===== src/rtl/mxs_pkg.sv =====
package mxs_pkg;
  // Protocol geometry (fixed by the serial word format)
  localparam int FRAME_W  = 32;
  localparam int RES_W    = 23;
  localparam int ADDR_W   = 5;
  localparam int CMD_W    = 8;
  localparam int CODE_W   = CMD_W - ADDR_W;
  localparam logic [CODE_W-1:0] CODE_LOAD = 3'b101;

  typedef enum logic [1:0] {
    ST_CONVERT = 2'd0,
    ST_SLEEP   = 2'd1,
    ST_XFER    = 2'd2
  } mxs_state_e;

  typedef struct packed {
    logic              load;
    logic [ADDR_W-1:0] sel;
  } mxs_cmd_t;

  // Assemble the readout word; parity makes the total count of ones even.
  function automatic logic [FRAME_W-1:0] build_frame(input logic sign,
                                                     input logic [RES_W-1:0] res,
                                                     input logic [ADDR_W-1:0] sel);
    logic [FRAME_W-1:1] body;
    body = {1'b0, 1'b0, sign, res, sel};
    return {body, ^body};
  endfunction

  // Split an 8-bit command into load flag and selection.
  function automatic mxs_cmd_t decode_cmd(input logic [CMD_W-1:0] word);
    mxs_cmd_t c;
    c.load = (word[CMD_W-1 -: CODE_W] == CODE_LOAD);
    c.sel  = word[ADDR_W-1:0];
    return c;
  endfunction
endpackage


===== src/rtl/mxs_pin_sync.sv =====
module mxs_pin_sync #(
  parameter int                WIDTH   = 3,
  parameter int                STAGES  = 2,
  parameter logic [WIDTH-1:0]  RST_VAL = '0
) (
  input  logic             clk,
  input  logic             rst_n,
  input  logic [WIDTH-1:0] pin_i,
  output logic [WIDTH-1:0] level_o
);
  generate
    for (genvar b = 0; b < WIDTH; b++) begin : g_bit
      logic [STAGES-1:0] pipe_q;
      always_ff @(posedge clk or negedge rst_n) begin
        if (!rst_n) pipe_q <= {STAGES{RST_VAL[b]}};
        else        pipe_q <= {pipe_q[STAGES-2:0], pin_i[b]};
      end
      assign level_o[b] = pipe_q[STAGES-1];
    end
  endgenerate
endmodule


===== src/rtl/mxs_conv_timer.sv =====
module mxs_conv_timer #(
  parameter int CYCLES = 64
) (
  input  logic clk,
  input  logic rst_n,
  input  logic start_i,
  output logic busy_o,
  output logic done_o
);
  localparam int CW = $clog2(CYCLES + 1);
  localparam logic [CW-1:0] LAST = CW'(CYCLES - 1);

  logic [CW-1:0] cnt_q;
  logic          busy_q;

  // Reset itself launches the first conversion.
  always_ff @(posedge clk or negedge rst_n) begin
    if (!rst_n) begin
      busy_q <= 1'b1;
      cnt_q  <= '0;
    end else if (start_i) begin
      busy_q <= 1'b1;
      cnt_q  <= '0;
    end else if (busy_q) begin
      if (cnt_q == LAST) begin
        busy_q <= 1'b0;
        cnt_q  <= '0;
      end else begin
        cnt_q <= cnt_q + 1'b1;
      end
    end
  end

  assign busy_o = busy_q;
  assign done_o = busy_q && (cnt_q == LAST) && !start_i;

  assert_done_single_R4: assert property (@(posedge clk) disable iff (!rst_n)
    done_o |=> !busy_o);
  assert_idle_count_R4: assert property (@(posedge clk) disable iff (!rst_n)
    !busy_o |-> cnt_q == '0);
endmodule


===== src/rtl/mxs_frame_shifter.sv =====
module mxs_frame_shifter
  import mxs_pkg::*;
(
  input  logic               clk,
  input  logic               rst_n,
  input  logic               load_i,
  input  logic [FRAME_W-1:0] frame_i,
  input  logic               shift_i,
  input  logic               sample_i,
  input  logic               sdi_i,
  output logic               msb_o,
  output logic               last_o,
  output logic               cmd_done_o,
  output logic [CMD_W-1:0]   cmd_word_o
);
  localparam int CNT_W = $clog2(FRAME_W + 1);

  logic [FRAME_W-1:0] frame_q;
  logic [CNT_W-1:0]   cnt_q;
  logic [CMD_W-2:0]   cmd_q;

  always_ff @(posedge clk or negedge rst_n) begin
    if (!rst_n) begin
      frame_q <= '0;
      cnt_q   <= '0;
      cmd_q   <= '0;
    end else begin
      if (load_i) begin
        frame_q <= frame_i;
        cnt_q   <= '0;
        cmd_q   <= '0;
      end else begin
        if (shift_i) frame_q <= {frame_q[FRAME_W-2:0], 1'b0};
        if (sample_i) begin
          cnt_q <= cnt_q + 1'b1;
          if (cnt_q < CNT_W'(CMD_W - 1)) cmd_q <= {cmd_q[CMD_W-3:0], sdi_i};
        end
      end
    end
  end

  assign msb_o      = frame_q[FRAME_W-1];
  assign last_o     = (cnt_q == CNT_W'(FRAME_W - 1));
  assign cmd_done_o = sample_i && (cnt_q == CNT_W'(CMD_W - 1));
  assign cmd_word_o = {cmd_q, sdi_i};

  assert_parity_even_R6: assert property (@(posedge clk) disable iff (!rst_n)
    load_i |=> ($countones(frame_q) % 2) == 0);
  assert_count_bound_R7: assert property (@(posedge clk) disable iff (!rst_n)
    cnt_q <= CNT_W'(FRAME_W));
endmodule


===== src/rtl/mxs_serial_slave.sv =====
module mxs_serial_slave
  import mxs_pkg::*;
#(
  parameter int CONV_CYCLES = 64,
  parameter int SYNC_STAGES = 2
) (
  input  logic              clk,
  input  logic              rst_n,
  input  logic              cs_n,
  input  logic              sck,
  input  logic              sdi,
  input  logic [RES_W:0]    conv_data_i,
  output logic              sdo_o,
  output logic              sdo_oe_o,
  output logic [ADDR_W-1:0] mux_sel_o
);
  // ---- pin synchronisation (cs idles high) ----
  logic [2:0] pin_lvl;
  mxs_pin_sync #(.WIDTH(3), .STAGES(SYNC_STAGES), .RST_VAL(3'b100)) u_sync (
    .clk     (clk),
    .rst_n   (rst_n),
    .pin_i   ({cs_n, sck, sdi}),
    .level_o (pin_lvl)
  );
  logic cs_hi, sck_lvl, sdi_lvl, sck_prev_q;
  assign cs_hi   = pin_lvl[2];
  assign sck_lvl = pin_lvl[1];
  assign sdi_lvl = pin_lvl[0];

  always_ff @(posedge clk or negedge rst_n) begin
    if (!rst_n) sck_prev_q <= 1'b0;
    else        sck_prev_q <= sck_lvl;
  end

  // Named internal events
  logic sck_rise, sck_fall, selected;
  assign sck_rise = sck_lvl & ~sck_prev_q;
  assign sck_fall = ~sck_lvl & sck_prev_q;
  assign selected = ~cs_hi;

  logic conv_busy, conv_done, conv_start;
  logic bit_sample, bit_shift, last_bit, cmd_done, frame_msb;
  logic [CMD_W-1:0] cmd_word;
  mxs_state_e state_q, state_d;
  logic [ADDR_W-1:0] sel_next_q, sel_conv_q;

  // ---- conversion timing ----
  mxs_conv_timer #(.CYCLES(CONV_CYCLES)) u_timer (
    .clk     (clk),
    .rst_n   (rst_n),
    .start_i (conv_start),
    .busy_o  (conv_busy),
    .done_o  (conv_done)
  );

  // ---- readout word and command shifting ----
  mxs_frame_shifter u_shift (
    .clk        (clk),
    .rst_n      (rst_n),
    .load_i     (conv_done),
    .frame_i    (build_frame(conv_data_i[RES_W], conv_data_i[RES_W-1:0], sel_conv_q)),
    .shift_i    (bit_shift),
    .sample_i   (bit_sample),
    .sdi_i      (sdi_lvl),
    .msb_o      (frame_msb),
    .last_o     (last_bit),
    .cmd_done_o (cmd_done),
    .cmd_word_o (cmd_word)
  );

  // ---- phase sequencing ----
  always_comb begin
    state_d    = state_q;
    conv_start = 1'b0;
    bit_sample = 1'b0;
    bit_shift  = 1'b0;
    unique case (state_q)
      ST_CONVERT: if (conv_done) state_d = ST_SLEEP;
      ST_SLEEP: begin
        if (selected && sck_rise) begin
          state_d    = ST_XFER;
          bit_sample = 1'b1;
        end
      end
      ST_XFER: begin
        if (!selected) begin
          conv_start = 1'b1;
          state_d    = ST_CONVERT;
        end else begin
          if (sck_rise) begin
            bit_sample = 1'b1;
            if (last_bit) begin
              conv_start = 1'b1;
              state_d    = ST_CONVERT;
            end
          end
          if (sck_fall) bit_shift = 1'b1;
        end
      end
      default: state_d = ST_CONVERT;
    endcase
  end

  always_ff @(posedge clk or negedge rst_n) begin
    if (!rst_n) state_q <= ST_CONVERT;
    else        state_q <= state_d;
  end

  // ---- channel selection pipeline ----
  mxs_cmd_t cmd_dec;
  assign cmd_dec = decode_cmd(cmd_word);

  always_ff @(posedge clk or negedge rst_n) begin
    if (!rst_n) begin
      sel_next_q <= '0;
      sel_conv_q <= '0;
    end else begin
      if (cmd_done && cmd_dec.load) sel_next_q <= cmd_dec.sel;
      if (conv_start)               sel_conv_q <= sel_next_q;
    end
  end

  // ---- outputs ----
  assign sdo_oe_o  = selected;
  assign sdo_o     = selected & ((state_q == ST_CONVERT) ? 1'b1 : frame_msb);
  assign mux_sel_o = sel_conv_q;

  // ---- assertions ----
  assert_done_to_sleep_R4: assert property (@(posedge clk) disable iff (!rst_n)
    conv_done |=> state_q == ST_SLEEP);
  assert_sleep_holds_R5: assert property (@(posedge clk) disable iff (!rst_n)
    (state_q == ST_SLEEP && cs_hi) |=> (state_q == ST_SLEEP && !conv_busy));
  assert_abort_restarts_R8: assert property (@(posedge clk) disable iff (!rst_n)
    (state_q == ST_XFER && cs_hi) |=> (state_q == ST_CONVERT && conv_busy));
  assert_last_bit_R7: assert property (@(posedge clk) disable iff (!rst_n)
    (state_q == ST_XFER && selected && sck_rise && last_bit) |=> conv_busy);
  assert_sel_applied_R10: assert property (@(posedge clk) disable iff (!rst_n)
    conv_start |=> mux_sel_o == $past(sel_next_q));
  assert_busy_matches_phase_R3: assert property (@(posedge clk) disable iff (!rst_n)
    (state_q != ST_CONVERT) |-> !conv_busy);
endmodule


===== config.mk =====
export PLATFORM = sky130hd
export DESIGN_NAME = mxs_serial_slave
export DESIGN_NICKNAME = d
export VERILOG_FILES = /design/src/rtl/mxs_pkg.sv /design/src/rtl/mxs_pin_sync.sv /design/src/rtl/mxs_conv_timer.sv /design/src/rtl/mxs_frame_shifter.sv /design/src/rtl/mxs_serial_slave.sv
export SDC_FILE = /design/constraint.sdc
export NUM_CORES = 1
export LEC_CHECK = 0
export ABC_CLOCK_PERIOD_IN_PS = 6300
export CELL_PAD_IN_SITES_DETAIL_PLACEMENT = 0
export CELL_PAD_IN_SITES_GLOBAL_PLACEMENT = 1
export CORE_ASPECT_RATIO = 1.5
export CORE_UTILIZATION = 54
export DETAILED_ROUTE_END_ITERATION = 10
export DONT_BUFFER_PORTS = 1
export PLACE_DENSITY = 0.88
export SLEW_MARGIN = 15
export SYNTH_ARGS = -nofsm -noshare
export SYNTH_HDL_FRONTEND = slang
export SYNTH_SLANG_ARGS = --single-unit

===== constraint.sdc =====
create_clock -name clk -period 6.3 [get_ports clk]
set_input_delay 0.63 -clock clk [delete_from_list [all_inputs] [get_ports clk]]
set_output_delay 0.63 -clock clk [all_outputs]
set_load 0.1 [all_outputs]

==> summary.md <==
| Metric | Value |
|---|---|
| Worst-path fanout max | `3` |
| Combined buffer and inverter count along the critical path | `1` |
| Crit-path cells | `inv_1 -> ha_1 -> nor2_1 -> nor2_2` |
| Setup_tns | `0 ns` |
| Syn Nets | `342` |
| FF-to-FF setup slack | `3.74 ns` |
| RSZ-0062 raised after global routing | `no` |
| Post-synth ARST share | `1.00` |
| Slew headroom | `0.264` |
| Worst-path clk slew | `0.07 ns` |
| Post-Syn Instances | `308` |
| Mapped Avg Cell Area | `11.2 um^2` |
| Mapped Area | `3450 um^2` |
| Initial drt markers | `103` |
| Min Tclk post-route | `2.61 ns` |
| Antenna cells | `0` |
| Vias after detailed routing | `2139` |
| IO buf count | `0` |
| Hold Fails Final Rpt | `0` |
| Tot GR Track Use | `0.198` |
| Die width | `67.3 um` |
| Worst-Skew Late Latency | `0.34 ns` |
| Min-delay worst type | `input port to asynchronous set/reset pin` |
| Slowest CP cell | `nor2_2` |
| Site Rows | `35` |
| CTS tree | `done` |
| Commonest non-fill, non-tap cell in the layout | `dfrtp_1` |
| Core outline area | `6170 um^2` |
| Worst-Margin Slew | `1.10 ns` |
| Setup CP Type | `flop to output pin` |
| Reg2Reg Launch Point | `u_sync.g_bit[2].pipe_q[1]` |
| Worst clock skew | `0.0116 ns` |
| Post-layout util | `0.605` |
| Max Clk Rate | `0.384 GHz` |
| Antenna violations before repair | `0` |
| Post-Route WL | `5840 um` |
| Pwr per Cell Area | `246 nW/um^2` |
| Synth Flop Type | `dfrtp_1` |
| First-pass GRT wire length | `9740 um` |
| Die height | `99.9 um` |
| Via density | `5.54` |
| Most frequent cells in the layout | `dfrtp_1, nor2_1, mux2i_1, a21oi_1, xnor2_1` |
| Drc violations | `0` |
| Leakage Power | `1.63 nW` |
| # clock sinks | `72` |
| Die area | `6720 um^2` |
| Multi-input logic area | `1580 um^2` |
| Area grow syn2layout | `8.30%` |
| Share of layout cells above drive strength 1 | `0.112` |
| CTS buffer count | `9` |
| Crit path launch type | `flop` |
| Initial core utilization | `0.559` |
| Nets@finish | `341` |
| GRT overflow | `0` |
| WL/cell | `15.1 um` |
| DRT Pass-1 Iters | `4` |
| #FFs+latches synth | `72` |
| Critical Path Max Stage Delay | `0.83 ns` |
| CP required | `5.67 ns` |
| GP Congestion | `0.749` |
| Endpoints failing setup | `0` |
| Max-slew violation count | `0` |
| CP delay by family, top | `simple AND/OR/NAND/NOR gates` |
| Maxcap violations | `0` |
| Peak VDD IR | `0.158 mV` |
| H-Tree Depth | `3` |
| Largest net degree at the start of global routing | `70` |
| Antenna viol nets, final | `0` |
| Seq/Total Area, Yosys | `0.523` |
| Root Driver | `clkbuf_8` |
| Layout filler cell count | `529` |
| I/O pin count | `36` |
| Worst Reg2Reg Path Length in Cells | `5` |
| Longest Clk Path Bufs | `2` |
| Syn. warnings | `0` |
| Vias in the first global route | `2148` |
| Reg area | `1810 um^2` |
| Worst Path Arrival | `1.98 ns` |
| Post-synth EDFFs | `0` |
| R2R Path End | `u_shift.cnt_q[3]` |
| Final period util | `0.414` |
| Outcome | `finished, final reports clean` |
| CP Capture Type | `output pin` |
| Yosys cell types | `36` |
| Hpwl dp | `3910 um` |
## stage by stage
stage          cells  area (um^2)  hold slack (ns)  worst slack [ns]  total power [mW]
2_1_floorplan    308         3450            0.331              3.73             0.543
3_3_place_gp     369         3500            0.336              3.75             0.551
3_5_place_dp     369         3500            0.335              3.71             0.554
4_1_cts          386         3740            0.113              3.68             0.936
5_1_grt          386         3740            0.111              3.51             0.958
6_report         386         3740            0.136              3.69             0.921
## power by group
| part | internal (mW) | switching, mW | total, mW | leakage, nW |
|---|---|---|---|---|
| Clock | 0.203 | 0.165 | 0.368 | 0.101 |
| Sequential | 0.473 | 0.00559 | 0.478 | 0.923 |
| Combinational | 0.0416 | 0.0330 | 0.0746 | 0.605 |
| Total | 0.717 | 0.203 | 0.921 | 1.63 |
## how the worst max path moves through the flow
stage	startpoint	end	slack, ns	depth (start not counted)
after floorplan	state_q[0]	sdo_o	3.73	4
after global placement	u_sync.g_bit[2].pipe_q[1]	u_shift.cnt_q[1]	3.75	5
after detailed placement	u_sync.g_bit[2].pipe_q[1]	u_shift.cnt_q[2]	3.71	5
after CTS	state_q[0]	sdo_o	3.68	4
after global routing	u_sync.g_bit[2].pipe_q[1]	u_shift.cnt_q[3]	3.51	5
final	state_q[0]	sdo_o	3.69	4
## routing by layer
layer  vias up  GRT usage  part of all wire
met5         -          0                 0
met4         0     0.0933             0.020
met3         9     0.0477             0.036
met2        34      0.326              0.52
met1      1035      0.238              0.42
li1       1061          -                 -
## synthesized netlist by cell type (6+ instances only)
| master | instances | share of area |
|---|---|---|
| dfrtp_1 | 69 | 0.50 |
| a21oi_1 | 33 | 0.048 |
| clkbuf_1 | 6 | 0.0065 |
| xor2_1 | 10 | 0.025 |
| nor2_1 | 51 | 0.055 |
| xnor2_1 | 19 | 0.048 |
| mux2i_1 | 40 | 0.12 |
| nand2_1 | 7 | 0.0076 |
| buf_2 | 8 | 0.012 |
## cell type report
class | instances | share of cell area
Tap cell | 74 | 0.0248
Clock inverter | 5 | 0.0147
Multi-Input combinational cell | 217 | 0.422
Sequential cell | 72 | 0.483
Timing Repair Buffer | 2 | 0.00937
Clock buffer | 11 | 0.0405
Inverter | 5 | 0.00502
## logic make-up (layout without fill, tap and decap cells)
logic type | count (synthesis) | count (layout) | synth area share
and+or+nand+nor | 83 | 83 | 0.113
DFF | 72 | 72 | 0.523
muxes | 50 | 50 | 0.149
AOI/OAI and AO/OA | 47 | 47 | 0.0798
xor gates and xnor gates | 32 | 32 | 0.0932
buffers and inverters | 19 | 23 | 0.0236
adders and majority gates | 5 | 5 | 0.0181
## flip-flops by register name, summed over array words and instances, names as in the netlist
register             count
u_shift.frame_q         32
u_sync.g_bit.pipe_q      6
state_q                  2
mux_sel_o                5
sel_next_q               5
u_shift.cnt_q            6
u_shift.cmd_q            7
u_timer.busy_o           1
u_timer.cnt_q            7
sck_prev_q               1
## repair_timing
action,4_1_cts,5_1_grt
hold endpoints to repair,69,0
gates resized for setup,0,0
hold buffers,1,0
setup buffers,0,0
(Power assumes the default switching activity.)
